[src/rtl/pilf_pkg.sv]
package pilf_pkg;
  // Origin of the error word chosen by the dead-zone merge
  typedef enum logic [1:0] {
    SRC_FINE   = 2'd0,
    SRC_UP     = 2'd1,
    SRC_DN     = 2'd2
  } err_src_e;

  function automatic int max_int(input int a, input int b);
    return (a > b) ? a : b;
  endfunction
endpackage

[src/rtl/pilf_err_decode.sv]
module pilf_err_decode
  import pilf_pkg::*;
#(
  parameter int THERMO_W   = 7,
  parameter int COARSE_MAG = 8,
  parameter int ERR_W      = 5
) (
  input  logic                    clk,
  input  logic                    rst,
  input  logic [THERMO_W-1:0]     thermo,
  input  logic                    up,
  input  logic                    dn,
  output logic signed [ERR_W-1:0] err_q
);
  localparam int CNT_W = $clog2(THERMO_W + 1);
  localparam logic signed [ERR_W-1:0] MID    = ERR_W'(THERMO_W);
  localparam logic signed [ERR_W-1:0] COARSE = ERR_W'(COARSE_MAG);

  logic [CNT_W-1:0]        ones;
  logic signed [ERR_W-1:0] fine;
  logic                    at_edge;
  err_src_e                src;
  logic signed [ERR_W-1:0] err_d;

  // plain population count tolerates bubbles
  always_comb begin
    ones = '0;
    for (int i = 0; i < THERMO_W; i++) ones = ones + CNT_W'(thermo[i]);
  end

  assign fine    = ERR_W'({ones, 1'b0}) - MID;
  assign at_edge = (ones == '0) || (ones == CNT_W'(THERMO_W));

  always_comb begin
    src = SRC_FINE;
    if (at_edge && up && !dn) src = SRC_UP;
    else if (at_edge && dn && !up) src = SRC_DN;
  end

  always_comb begin
    unique case (src)
      SRC_UP:  err_d = COARSE;
      SRC_DN:  err_d = -COARSE;
      default: err_d = fine;
    endcase
  end

  always_ff @(posedge clk) begin
    if (rst) err_q <= '0;
    else     err_q <= err_d;
  end
endmodule

[src/rtl/pilf_shift_scale.sv]
module pilf_shift_scale #(
  parameter int ERR_W   = 5,
  parameter int FRAC_W  = 15,
  parameter int SHIFT_W = 4,
  parameter int OUT_W   = 25
) (
  input  logic signed [ERR_W-1:0] err,
  input  logic [SHIFT_W-1:0]      shift,
  output logic signed [OUT_W-1:0] scaled
);
  logic signed [OUT_W-1:0] aligned;

  generate
    if (ERR_W + FRAC_W <= OUT_W) begin : g_fit
      always_comb aligned = OUT_W'(err) <<< FRAC_W;
    end else begin : g_clip
      logic signed [ERR_W+FRAC_W-1:0] wide;
      always_comb begin
        wide    = (ERR_W+FRAC_W)'(err) <<< FRAC_W;
        aligned = OUT_W'(wide);
      end
    end
  endgenerate

  assign scaled = aligned >>> shift;
endmodule

[src/rtl/pilf_sat_add.sv]
module pilf_sat_add #(
  parameter int W = 25
) (
  input  logic signed [W-1:0] a,
  input  logic signed [W-1:0] b,
  output logic signed [W-1:0] y
);
  logic signed [W:0] sum;

  assign sum = {a[W-1], a} + {b[W-1], b};

  always_comb begin
    if (sum[W] != sum[W-1]) y = sum[W] ? {1'b1, {(W-1){1'b0}}} : {1'b0, {(W-1){1'b1}}};
    else                    y = sum[W-1:0];
  end
endmodule

[src/rtl/pi_loop_filter.sv]
module pi_loop_filter
  import pilf_pkg::*;
#(
  parameter int THERMO_W   = 7,
  parameter int COARSE_MAG = 8,
  parameter int INT_W      = 10,
  parameter int FRAC_W     = 15,
  parameter int SHIFT_W    = 4
) (
  input  logic                      clk,
  input  logic                      rst,
  input  logic                      loop_en,
  input  logic [SHIFT_W-1:0]        cfg_alpha_shift,
  input  logic [SHIFT_W-1:0]        cfg_beta_shift,
  input  logic [THERMO_W-1:0]       phase_thermo,
  input  logic                      freq_up,
  input  logic                      freq_dn,
  output logic [INT_W+FRAC_W-1:0]   fcw_out
);
  localparam int OUT_W = INT_W + FRAC_W;
  localparam int ERR_W = $clog2(max_int(COARSE_MAG, THERMO_W) + 1) + 1;

  logic signed [ERR_W-1:0] err_q;
  logic [SHIFT_W-1:0]      alpha_q, beta_q;
  logic signed [OUT_W-1:0] prop_inc, int_inc;
  logic signed [OUT_W-1:0] acc_q, acc_next, fcw_q, fcw_next;

  pilf_err_decode #(
    .THERMO_W(THERMO_W), .COARSE_MAG(COARSE_MAG), .ERR_W(ERR_W)
  ) u_dec (
    .clk(clk), .rst(rst), .thermo(phase_thermo),
    .up(freq_up), .dn(freq_dn), .err_q(err_q)
  );

  pilf_shift_scale #(
    .ERR_W(ERR_W), .FRAC_W(FRAC_W), .SHIFT_W(SHIFT_W), .OUT_W(OUT_W)
  ) u_prop (.err(err_q), .shift(alpha_q), .scaled(prop_inc));

  pilf_shift_scale #(
    .ERR_W(ERR_W), .FRAC_W(FRAC_W), .SHIFT_W(SHIFT_W), .OUT_W(OUT_W)
  ) u_int (.err(err_q), .shift(beta_q), .scaled(int_inc));

  pilf_sat_add #(.W(OUT_W)) u_acc_add (.a(acc_q),    .b(int_inc),  .y(acc_next));
  pilf_sat_add #(.W(OUT_W)) u_out_add (.a(acc_next), .b(prop_inc), .y(fcw_next));

  always_ff @(posedge clk) begin
    if (rst) begin
      alpha_q <= cfg_alpha_shift;
      beta_q  <= cfg_beta_shift;
      acc_q   <= '0;
      fcw_q   <= '0;
    end else if (!loop_en) begin
      alpha_q <= cfg_alpha_shift;
      beta_q  <= cfg_beta_shift;
    end else begin
      acc_q <= acc_next;
      fcw_q <= fcw_next;
    end
  end

  assign fcw_out = fcw_q;
endmodule

[config.mk]
export PLATFORM = sky130hd
export DESIGN_NAME = pi_loop_filter
export DESIGN_NICKNAME = d
export VERILOG_FILES = /design/src/rtl/pilf_pkg.sv /design/src/rtl/pilf_err_decode.sv /design/src/rtl/pilf_shift_scale.sv /design/src/rtl/pilf_sat_add.sv /design/src/rtl/pi_loop_filter.sv
export SDC_FILE = /design/constraint.sdc
export NUM_CORES = 1
export LEC_CHECK = 0
export BUFFER_PORTS_ARGS = -buffer_cell sky130_fd_sc_hd__buf_4
export CAP_MARGIN = 25
export CORE_MARGIN = 2
export CORE_UTILIZATION = 40
export CTS_BUF_LIST = sky130_fd_sc_hd__clkbuf_2 sky130_fd_sc_hd__clkbuf_4 sky130_fd_sc_hd__clkbuf_8
export CTS_CLUSTER_DIAMETER = 60
export DETAILED_ROUTE_END_ITERATION = 10
export PLACE_DENSITY = 0.67
export SLEW_MARGIN = 20
export SYNTH_ARGS = -nofsm -noshare
export SYNTH_HDL_FRONTEND = slang
export SYNTH_HIERARCHICAL = 1
export SYNTH_SLANG_ARGS = --single-unit
[constraint.sdc]
create_clock -name clk -period 12.9 [get_ports clk]
set_input_delay 2.58 -clock clk [delete_from_list [all_inputs] [get_ports clk]]
set_output_delay 2.58 -clock clk [all_outputs]
set_load 0.05 [all_outputs]
# Word level (Yosys, flattened, before mapping)
# Cells that the tools add are included.
# word_totals
reg_bits,63
latch_bits,0
mem_bits_rw,0
mem_bits_ro,0
inputBits,20
word_cells,41
n_memories,0
# op_classes
add_sub_neg,9
mul,0
div_mod_pow,0
magnitude_cmp,0
n_eq_ne,6
shifts,2
n_mux,11
bitwise,0
reduce_logical,8
# ops
cell,count
two-way mux 25 bit,4
adder 25 x 25 -> 26 bit,2
>>> shifter 20 x 4 -> 25 bit,2
two-way mux 4 bit,4
adder 3 x 1 -> 3 bit,5
one-hot mux 5 bit (2 select lines),1
subtractor 4 x 3 -> 5 bit (second input constant),1
logical AND 1 bit,4
two-way mux 2 bit,2
equality test 3 bit (second input constant),1
zero test 3 bit,1
adder 1 x 1 -> 2 bit,1
equality test 2 x 1 -> 1 bit (second input constant),1
equality test 2 bit (second input constant),1
zero test 1 bit,2
inequality test 1 bit,2
inequality test 2 bit (second input constant),1
logical OR 1 bit,1

# Longest topological paths before layout
# Gate-level depths: netlist (run 1).
# logic_depth
ltp_word,14
ltp_mapped,31

# Cells and area by module
# Netlist (run 1), hierarchy kept.
# modules_own_cells
module,instances,cells_each,area_each_um2,seq_area_each_um2
pilf_sat_add at u_acc_add,1,285,2073.2,0.0
pi_loop_filter,1,171,2047.0,1241.2
pilf_sat_add at u_out_add,1,266,1779.2,0.0
pilf_shift_scale,2,69,506.7,0.0
pilf_err_decode,1,30,290.3,100.1

# Worst setup path before layout (run 1)
# OpenSTA, ideal clock, no wires.
# synth_path
path_type,reg-to-reg
from,reg u_dec.err_q[4]
to,reg fcw_q[12] (netlist: fcw_out[12])
setup_ns,0.128
arrival_ns,5.511
setup_slack_ns,7.262
stages_incl_launch_ff,30
synth_period_minus_slack_ns,5.638
path_cell_list,dfxtp_1 -> clkbuf_1 -> mux2_4 -> nand3_1 -> a21oi_1 -> ha_1 -> a21oi_1 -> o21ai_2 -> a221oi_4 -> nor4_4 -> o31ai_4 -> o21a_1 -> buf_6 -> buf_12 -> a21oi_2 -> o32ai_1 -> ha_1 -> inv_1 -> fa_1 -> nor2b_1 -> o31a_1 -> o22ai_2 -> o211ai_2 -> a311o_1 -> buf_4 -> nor2_1 -> o21ai_0 -> nand2_1 -> mux2i_1 -> nor2_1
# synth_between
elab_chain_len,7
# synth_lines
element,line_no,text
from (decl),pilf_err_decode.sv:13,output logic signed [ERR_W-1:0] err_q
from (signal assigned),pilf_err_decode.sv:50,else err_q <= err_d;
>>> shifter 20 x 4 -> 25 bit (*),pilf_shift_scale.sv:25,assign scaled = aligned >>> shift;
net int_inc[4],pi_loop_filter.sv:25,"logic signed [OUT_W-1:0] prop_inc, int_inc;"
adder 25 x 25 -> 26 bit (*),pilf_sat_add.sv:10,"assign sum = {a[W-1], a} + {b[W-1], b};"
two-way mux 25 bit / inequality test 1 bit (equally long branches),pilf_sat_add.sv:13,"if (sum[W] != sum[W-1]) y = sum[W] ? {1'b1, {(W-1){1'b0}}} : {1'b0, {(W-1){1'b1}}};"
two-way mux 25 bit (*),pilf_sat_add.sv:13,
net acc_next[0],pi_loop_filter.sv:26,"logic signed [OUT_W-1:0] acc_q, acc_next, fcw_q, fcw_next;"
adder 25 x 25 -> 26 bit (*),pilf_sat_add.sv:10,
two-way mux 25 bit / inequality test 1 bit (equally long branches),pilf_sat_add.sv:13,
two-way mux 25 bit (*),pilf_sat_add.sv:13,
net fcw_next[12],pi_loop_filter.sv:26,
to (signal assigned),pi_loop_filter.sv:57,fcw_q <= fcw_next;
to (decl),pi_loop_filter.sv:26,
# The timed path passes the listed nets; every way through them passes the cells marked *.
# A chain may end at the register's enable or synchronous reset.

# Worst setup path after layout (run 1)
# layout_path
from,reg beta_q[0]
to,reg fcw_q[20] (netlist: fcw_out[20])
# layout_between
elab_chain_len,7
# layout_lines
element,line_no,text
from (decl),pi_loop_filter.sv:24,"logic [SHIFT_W-1:0] alpha_q, beta_q;"
from (signal assigned),pi_loop_filter.sv:49,beta_q <= cfg_beta_shift;
from (signal assigned),pi_loop_filter.sv:54,beta_q <= cfg_beta_shift;
>>> shifter 20 x 4 -> 25 bit (*),pilf_shift_scale.sv:25,
net int_inc[4],pi_loop_filter.sv:25,
adder 25 x 25 -> 26 bit (*),pilf_sat_add.sv:10,
two-way mux 25 bit / inequality test 1 bit (equally long branches),pilf_sat_add.sv:13,
two-way mux 25 bit (*),pilf_sat_add.sv:13,
net acc_next[7],pi_loop_filter.sv:26,
adder 25 x 25 -> 26 bit (*),pilf_sat_add.sv:10,
two-way mux 25 bit / inequality test 1 bit (equally long branches),pilf_sat_add.sv:13,
two-way mux 25 bit (*),pilf_sat_add.sv:13,
net fcw_next[20],pi_loop_filter.sv:26,
# Marked as above.

==> results of run 1 <==
[layout make-up]
class / instances / share of cell area, %
multi-input cells: 736 / 69.5
repair buffers: 45 / 4.44
clock inverters: 5 / 1.38
inverters: 28 / 1.38
flip-flops and latches: 63 / 17.6
well taps: 229 / 3.77
clock buffers: 11 / 1.91
[worst paths after layout]
| check | start | endpoint | cells after the start |
|---|---|---|---|
| worst min-delay path | fcw_out[0]$_SDFFE_PP0P_ | fcw_out[0]$_SDFFE_PP0P_ | 2 |
| worst min register to register | fcw_out[0]$_SDFFE_PP0P_ | fcw_out[0]$_SDFFE_PP0P_ | 2 |
| worst max register to register | beta_q[0]$_DFFE_PP_ | fcw_out[20]$_SDFFE_PP0P_ | 23 |
| worst max-delay path | beta_q[0]$_DFFE_PP_ | fcw_out[20]$_SDFFE_PP0P_ | 23 |
[power groups by stage]
stage          clock, mW  combinational, mW  sequential, mW
3_3_place_gp           0               1.19           0.312
5_1_grt            0.241               1.34           0.315
3_5_place_dp           0               1.20           0.312
2_1_floorplan          0              0.842           0.410
6_report           0.227               1.22           0.307
4_1_cts            0.231               1.21           0.308
[routing by layer]
| layer | part of all wire (%) | GRT usage (%) | wire length, um | up-vias |
|---|---|---|---|---|
| li1 | - | - | - | 3280 |
| met1 | 47 | 27.2 | 9020 | 3087 |
| met2 | 46 | 31.5 | 8700 | 193 |
| met3 | 4.2 | 2.49 | 798 | 40 |
| met4 | 2.8 | 7.73 | 524 | 0 |
| met5 | 0 | 0 | 0 | - |
[metrics by stage]
step                instances  power (mW)  setup slack [ns]
floorplan                 890        1.25              7.26
global placement         1101        1.51              5.53
detailed placement       1101        1.52              5.51
CTS                      1117        1.75              5.49
global route             1117        1.89              4.81
finish                   1117        1.75              5.37
[registers in the layout, indices dropped and copies added, names as in the netlist]
register	count
acc_q	25
alpha_q	4
beta_q	4
fcw_out	25
u_dec/err_q	5
[critical path: stages, from the launching register on]
cell and delay (ns):
sky130_fd_sc_hd__edfxtp_1 0.63, sky130_fd_sc_hd__mux2_2 0.42, sky130_fd_sc_hd__a2bb2oi_1 0.21, sky130_fd_sc_hd__a21oi_1 0.11
sky130_fd_sc_hd__ha_1 0.37, sky130_fd_sc_hd__a21oi_1 0.22, sky130_fd_sc_hd__o21ai_2 0.14, sky130_fd_sc_hd__a221oi_4 0.47
sky130_fd_sc_hd__nor4_4 0.09, sky130_fd_sc_hd__o31ai_4 0.32, sky130_fd_sc_hd__o21a_1 0.75, sky130_fd_sc_hd__a21oi_2 0.33
sky130_fd_sc_hd__a22oi_1 0.38, sky130_fd_sc_hd__ha_1 0.33, sky130_fd_sc_hd__nand2_1 0.12, sky130_fd_sc_hd__or4b_1 0.45
sky130_fd_sc_hd__o22ai_2 0.29, sky130_fd_sc_hd__o211ai_2 0.18, sky130_fd_sc_hd__a311oi_4 0.59, sky130_fd_sc_hd__nand2_4 0.24
sky130_fd_sc_hd__o21ai_2 0.41, sky130_fd_sc_hd__nor3_1 0.14, sky130_fd_sc_hd__mux2i_1 0.15, sky130_fd_sc_hd__nor2_1 0.05
[logic make-up after synthesis]
group | synth area share (%)
AND/OR/NAND/NOR | 19.4
AO/OA/AOI/OAI | 28.6
buffers and inverters | 7.97
multiplexers | 9.97
flip-flops | 18.6
adder cells (fa/ha/maj) | 10.5
XOR/XNOR | 4.86
[cell usage in the layout (no fill, tap or decap), types with 12 or more instances in the layout]
cell / n
sky130_fd_sc_hd__dfxtp_1: 55
sky130_fd_sc_hd__xor2_1: 13
sky130_fd_sc_hd__o21a_1: 15
sky130_fd_sc_hd__a22oi_1: 20
sky130_fd_sc_hd__buf_4: 45
sky130_fd_sc_hd__inv_1: 28
sky130_fd_sc_hd__nand2_1: 65
sky130_fd_sc_hd__a21o_1: 13
sky130_fd_sc_hd__mux2i_1: 56
sky130_fd_sc_hd__o21ai_0: 52
sky130_fd_sc_hd__xnor2_1: 27
sky130_fd_sc_hd__ha_1: 50
sky130_fd_sc_hd__a21oi_1: 64
sky130_fd_sc_hd__nor2_1: 98
sky130_fd_sc_hd__o21ai_1: 12
sky130_fd_sc_hd__nor3_1: 23
sky130_fd_sc_hd__nand3_1: 46
==> Flow_metrics.wiki, run 1 <==
{| class="wikitable"
! Metric !! Value
|-
| Crit Path Max Fanout || 28
|-
| Sequential Power Share || between 10% and 20%
|-
| Synth-to-layout area growth || 5.63%
|-
| Top-Level Pins || 45
|-
| Run status || finished, final reports clean
|-
| Most used standard cell by instance count after synthesis || sky130_fd_sc_hd__nor2_1
|-
| Clock Sink Count || 63
|-
| Placed instance area || roughly 0.0074 mm^2
|-
| Util after Layout || a little over two fifths
|-
| Latest clock arrival within the worst-skew pair || about 0.38 ns
|-
| Hold Fails Final Rpt || 0
|-
| Total GRT Usage || 19.7%
|-
| Switching power as a share of total power || 52.1%
|-
| Placed wire-length estimate || between 10000 and 15000 um
|-
| Via count of the first global-routing pass || a little under 6k
|-
| Number of diodes added for antenna fixing || 0
|-
| Classification of the worst setup path || reg -> reg
|-
| Cell area after technology mapping || roughly 0.0072 mm^2
|-
| Total leakage power || 3.31 nW
|-
| Number of iterations in the first detailed-routing pass || 5
|-
| Post-synth top cells || sky130_fd_sc_hd__nor2_1, sky130_fd_sc_hd__nand2_1, sky130_fd_sc_hd__a21oi_1
|-
| Data required time of the critical path || approximately 13 ns
|-
| Yosys reg bits || between 60 and 70
|-
| Routability congestion estimate from global placement || around 0.87
|-
| First-pass GRT wire length || about 30000 um
|-
| Fraction of synthesized cell area taken by the top area cell type || approximately 15%
|-
| Residual overflow from global routing || 0
|-
| Cell accounting for the most synthesized area || sky130_fd_sc_hd__dfxtp_1
|-
| Type of origin of the critical path || register
|-
| Remaining design rule violation count || 0
|-
| Slew margin rel. || 34.6%
|-
| Power per cell area || ~230 mW/mm^2
|-
| Sequential cell area fraction in the yosys report || a little under a fifth
|-
| Detail-routed net length per standard cell || between 15 and 20 um
|-
| Height of the chip || roughly 140 um
|-
| Fmax || 0.133 GHz
|-
| Unrepaired setup endpoints after global routing || no
|-
| Syn_area_per_cell || between 8 and 9 um^2
|-
| Gates resized, CTS repair || 0
|-
| HP Class || reg -> reg
|-
| Number of buffers on the longest clock path || 2
|-
| Count of pins over their slew limit || 0
|-
| Max-Cap Viols || 0
|-
| Cells after synthesis || just under 900
|-
| Final wirelength || around 19000 um
|-
| Number of warnings issued by yosys || 6
|-
| Internal power component || roughly 0.84 mW
|-
| Filler Cell Count || about 1.8k
|-
| ANT nets after route || 0
|-
| Setup-violating endpoint count in the final report || 0
|-
| Transition time at the pin with the least slew margin || roughly 1 ns
|-
| Final min period || around 7.5 ns
|-
| Row count || around 50
|-
| Initial antenna violation count || 0
|-
| Number of H-tree levels || 3
|-
| Multi-input combinational cell area || between 0.005 and 0.006 mm^2
|-
| Distinct cell type count after synthesis || 97
|-
| Share of power burned in the clock network || 12.9%
|-
| Count of vias placed by the detailed router || roughly 6.6k
|-
| Fraction of layout instances using a drive strength above 1 || ~14%
|-
| Maximum number of pins on one net before global-route repair || 57
|-
| Clock tree from TritonCTS || built
|-
| Arrival time of data at the critical path endpoint || approximately 7.8 ns
|-
| DRC marker count from the first detailed-route iteration || between 500 and 600
|-
| Hold-fix buffer count after cts || 0
|-
| Via density || approximately 6
|-
| Number of enable flip-flop cells after synthesis || 8
|-
| Primary FF master, synth || sky130_fd_sc_hd__dfxtp_1
|-
| Skew final || roughly 0.015 ns
|-
| Cells taking the most area after synthesis || sky130_fd_sc_hd__dfxtp_1, sky130_fd_sc_hd__ha_1, sky130_fd_sc_hd__mux2i_1
|-
| Area taken by flip-flops and latches || approximately 0.0013 mm^2
|-
| Die footprint || 0.0191 mm^2
|-
| Initial core utilization || approximately two fifths
|-
| Net switching component of the power || approximately 0.9 mW
|-
| Max rail drop VDD || about 0.12 mV
|-
| Async set or reset register ratio after synthesis || 0%
|-
| Core Box Area || between 0.015 and 0.02 mm^2
|-
| Number of nets in the layout || 959
|-
| Flop2flop setup slack || 5.37 ns
|-
| Fraction of power consumed by combinational cells || 69.5%
|-
| Reg clk slew, reported paths || approximately 0.08 ns
|-
| Final period util || approximately three fifths
|-
| Setup total negative slack || 0 ns
|-
| Synthesized net count || 966
|-
| Design Area, Final || 0.00761 mm^2
|-
| Worst hold slack || ~0.50 ns
|-
| Clock Root Buffer || sky130_fd_sc_hd__clkbuf_8
|-
| Number of port buffers || between 40 and 50
|-
| Type of element capturing the critical path || register
|-
| Number of clock buffers inserted by TritonCTS || 9
|-
| Width of the die || about 140 um
|-
| Number of buffers added for setup after CTS || 0
|}
No activity file was read; power rests on OpenSTA's default activity.
==> run 2, diff against run 1 <==
--- a/config.mk
+++ b/config.mk
@@ -12,7 +12,7 @@
 export CTS_BUF_LIST = sky130_fd_sc_hd__clkbuf_2 sky130_fd_sc_hd__clkbuf_4 sky130_fd_sc_hd__clkbuf_8
 export CTS_CLUSTER_DIAMETER = 60
 export DETAILED_ROUTE_END_ITERATION = 10
-export PLACE_DENSITY = 0.67
+export PLACE_DENSITY = 0.7
 export SLEW_MARGIN = 20
 export SYNTH_ARGS = -nofsm -noshare
 export SYNTH_HDL_FRONTEND = slang
==> constraint.sdc (replaced) <==
create_clock -name clk -period 6.9 [get_ports clk]
set_input_delay 1.38 -clock clk [delete_from_list [all_inputs] [get_ports clk]]
set_output_delay 1.38 -clock clk [all_outputs]
set_load 0.05 [all_outputs]
==> run 2 against run 1 <==
Effect of this change: sequential power up 86%; largest cell class unchanged; cell area up 2.7%; first-iteration DRC count grew 3.9%; routed wire length grew 1.0%; sequential cell count unchanged; critical path depth grew 3; maximum frequency up 14%; non-clock buffer count increased by 24; global-route usage up 0.084 points; die area unchanged; hold slack worse by 0.0061 ns.
==> Flow_metrics.wiki, run 2 (synthesized netlist as in run 1, its figures left out) <==
{| class="wikitable"
! Metric !! Value
|-
| Run status || finished, final reports clean
|-
| Type of element capturing the critical path || register
|-
| Max rail drop VDD || between 0.2 and 0.25 mV
|-
| Row count || about 50
|-
| Die footprint || ~0.019 mm^2
|-
| Power Total || around 3.3 mW
|-
| Flop2flop setup slack || between 0.3 and 0.4 ns
|-
| Switching power as a share of total power || approximately half
|-
| Crit Path Max Fanout || 27
|-
| Count of vias placed by the detailed router || ~6.8k
|-
| Share of power burned in the clock network || roughly an eighth
|-
| Net switching component of the power || 1.72 mW
|-
| Total GRT Usage || 19.8%
|-
| Top-Level Pins || between 40 and 50
|-
| Clock Sink Count || 63
|-
| Multi-input combinational cell area || 0.00533 mm^2
|-
| Final period util || 95.4%
|-
| Post-route non-filler standard cell count || 1141
|-
| Width of the die || ~140 um
|-
| Fraction of layout instances using a drive strength above 1 || 16.2%
|-
| Via density || 5.93
|-
| Initial antenna violation count || 0
|-
| Max-Cap Viols || 0
|-
| Fmax || between 0.15 and 0.2 GHz
|-
| Classification of the worst setup path || reg -> reg
|-
| Residual overflow from global routing || 0
|-
| Maximum number of pins on one net before global-route repair || 57
|-
| Number of H-tree levels || 3
|-
| Clock tree from TritonCTS || built
|-
| Core Box Area || around 0.018 mm^2
|-
| Count of pins over their slew limit || 0
|-
| CP endpoint || fcw_out[15]$_SDFFE_PP0P_
|-
| Terminus of the critical flop-to-flop path || fcw_out[15]$_SDFFE_PP0P_
|-
| Most common cell after layout, fill and taps aside || sky130_fd_sc_hd__nor2_1
|-
| Data required time of the critical path || approximately 7.1 ns
|-
| Skew final || between 0.009 and 0.01 ns
|-
| Area taken by flip-flops and latches || between 0.001 and 0.0015 mm^2
|-
| Number of clock buffers inserted by TritonCTS || 9
|-
| Design Area, Final || between 0.007 and 0.008 mm^2
|-
| Final min period || between 6 and 7 ns
|-
| Logic depth of the worst register-to-register path || 26
|-
| Latest clock arrival within the worst-skew pair || 0.37 ns
|-
| Via count of the first global-routing pass || ~6.3k
|-
| Util after Layout || a little over two fifths
|-
| Routability congestion estimate from global placement || slightly above 0.9
|-
| Total placed cells including tap cells || 1115
|-
| Type of origin of the critical path || register
|-
| Arrival time of data at the critical path endpoint || a little under 7 ns
|-
| Clock Root Buffer || sky130_fd_sc_hd__clkbuf_8
|-
| Power per cell area || 424 mW/mm^2
|-
| Placed wire-length estimate || about 15000 um
|-
| Number of port buffers || 44
|-
| Internal power component || between 1.5 and 2 mW
|-
| ANT nets after route || 0
|-
| Total leakage power || between 3 and 4 nW
|-
| Initial core utilization || between 40 and 50%
|-
| Synth-to-layout area growth || 8.48%
|-
| DRC marker count from the first detailed-route iteration || 536
|-
| Detail-routed net length per standard cell || 16.9 um
|-
| Final wirelength || between 15000 and 20000 um
|-
| HP Class || reg -> reg
|-
| Number of nets in the layout || 983
|-
| Most frequent CP cell || sky130_fd_sc_hd__nor2_1
|-
| Worst hold slack || slightly below 0.5 ns
|-
| Launching element of the worst setup path || beta_q[0]$_DFFE_PP_
|-
| Hold Fails Final Rpt || 0
|-
| Largest stage delay, worst path || 0.47 ns
|-
| Remaining design rule violation count || 0
|-
| Number of iterations in the first detailed-routing pass || 5
|-
| Slew margin rel. || between 40% and 50%
|-
| Sequential Power Share || about 17%
|-
| Reg clk slew, reported paths || around 0.080 ns
|-
| Fraction of power consumed by combinational cells || between 70% and 80%
|-
| Highest-delay cell along the critical path || sky130_fd_sc_hd__edfxtp_1
|-
| Filler Cell Count || around 1.8k
|-
| Reg2reg start || beta_q[0]$_DFFE_PP_
|-
| Most frequent cells in the layout || sky130_fd_sc_hd__nor2_1, sky130_fd_sc_hd__buf_4, sky130_fd_sc_hd__nand2_1, sky130_fd_sc_hd__a21oi_1, sky130_fd_sc_hd__mux2i_1
|-
| Setup-violating endpoint count in the final report || 0
|-
| Number of diodes added for antenna fixing || 0
|-
| Transition time at the pin with the least slew margin || 0.879 ns
|-
| First-pass GRT wire length || between 30000 and 40000 um
|-
| Placed instance area || around 0.0075 mm^2
|-
| Number of buffers on the longest clock path || 2
|-
| Height of the chip || 138 um
|}
run 2: changes by cell type in the layout (fill, tap and decap cells not counted), sizes merged:
cell / change
clkinvlp: -2
clkbuf: -2
buf: +24
clkinv: +4
run 2: worst max-delay path, delay by kind of cell, from the launching register on:
kind                       cells  cell delay (ns)
buffers and inverters          3             0.50
muxes                          2             0.39
adders and majority gates      2             0.80
AOI/OAI and AO/OA             11             2.71
and+or+nand+nor                8             1.55
DFF                            1             0.47
run 2: repair_timing:
action / CTS / global route
setup endpoints to repair: 5 / 24
cloned: 0 / 0
buffers inserted: 3 / 7
hold buffers: 0 / 0
pin swaps: 0 / 1
resized for setup: 0 / 9
run 2: cell type report:
| type | instances | area share [%] |
|---|---|---|
| Clock buffer | 9 | 1.59 |
| Clock inverter | 7 | 1.43 |
| Inverter | 28 | 1.35 |
| Multi-Input combinational cell | 736 | 68.2 |
| Sequential cell | 63 | 17.2 |
| Tap cell | 229 | 3.67 |
| Timing Repair Buffer | 69 | 6.63 |
run 2: routing by layer:
metal	GRT usage, %	part of all wire [%]	routed length, um	vias up
li1	-	-	-	3332
met1	25.9	45	8700	3202
met2	32.8	47	8980	190
met5	0	0	0	-
met4	8.00	3.6	695	0
met3	3.15	4.5	868	45
run 2: worst min path at each step:
stage | startpoint | endpoint | slack, ns | cells after the start
global placement | fcw_out[22]$_SDFFE_PP0P_ | fcw_out[22]$_SDFFE_PP0P_ | 0.48 | 2
floorplan | acc_q[0]$_SDFFE_PP0P_ | acc_q[0]$_SDFFE_PP0P_ | 0.47 | 2
CTS | fcw_out[13]$_SDFFE_PP0P_ | fcw_out[13]$_SDFFE_PP0P_ | 0.50 | 2
finish | fcw_out[13]$_SDFFE_PP0P_ | fcw_out[13]$_SDFFE_PP0P_ | 0.50 | 2
global route | fcw_out[21]$_SDFFE_PP0P_ | fcw_out[21]$_SDFFE_PP0P_ | 0.52 | 2
detailed placement | fcw_out[13]$_SDFFE_PP0P_ | fcw_out[13]$_SDFFE_PP0P_ | 0.48 | 2
run 2: power by group through the flow:
stage	Clock (mW)	Sequential, mW	Combinational [mW]
6_report	0.408	0.570	2.34
2_1_floorplan	0	0.766	1.57
3_5_place_dp	0	0.582	2.27
5_1_grt	0.428	0.582	2.55
4_1_cts	0.415	0.572	2.29
3_3_place_gp	0	0.581	2.25
run 2: metrics by stage:
step	TNS, ns	worst slack, ns
floorplan	0	1.26
detailed placement	-0.0792	-0.0350
global route	-0.0579	-0.0246
global placement	0	0.0400
finish	0	0.321
CTS	0	0.141
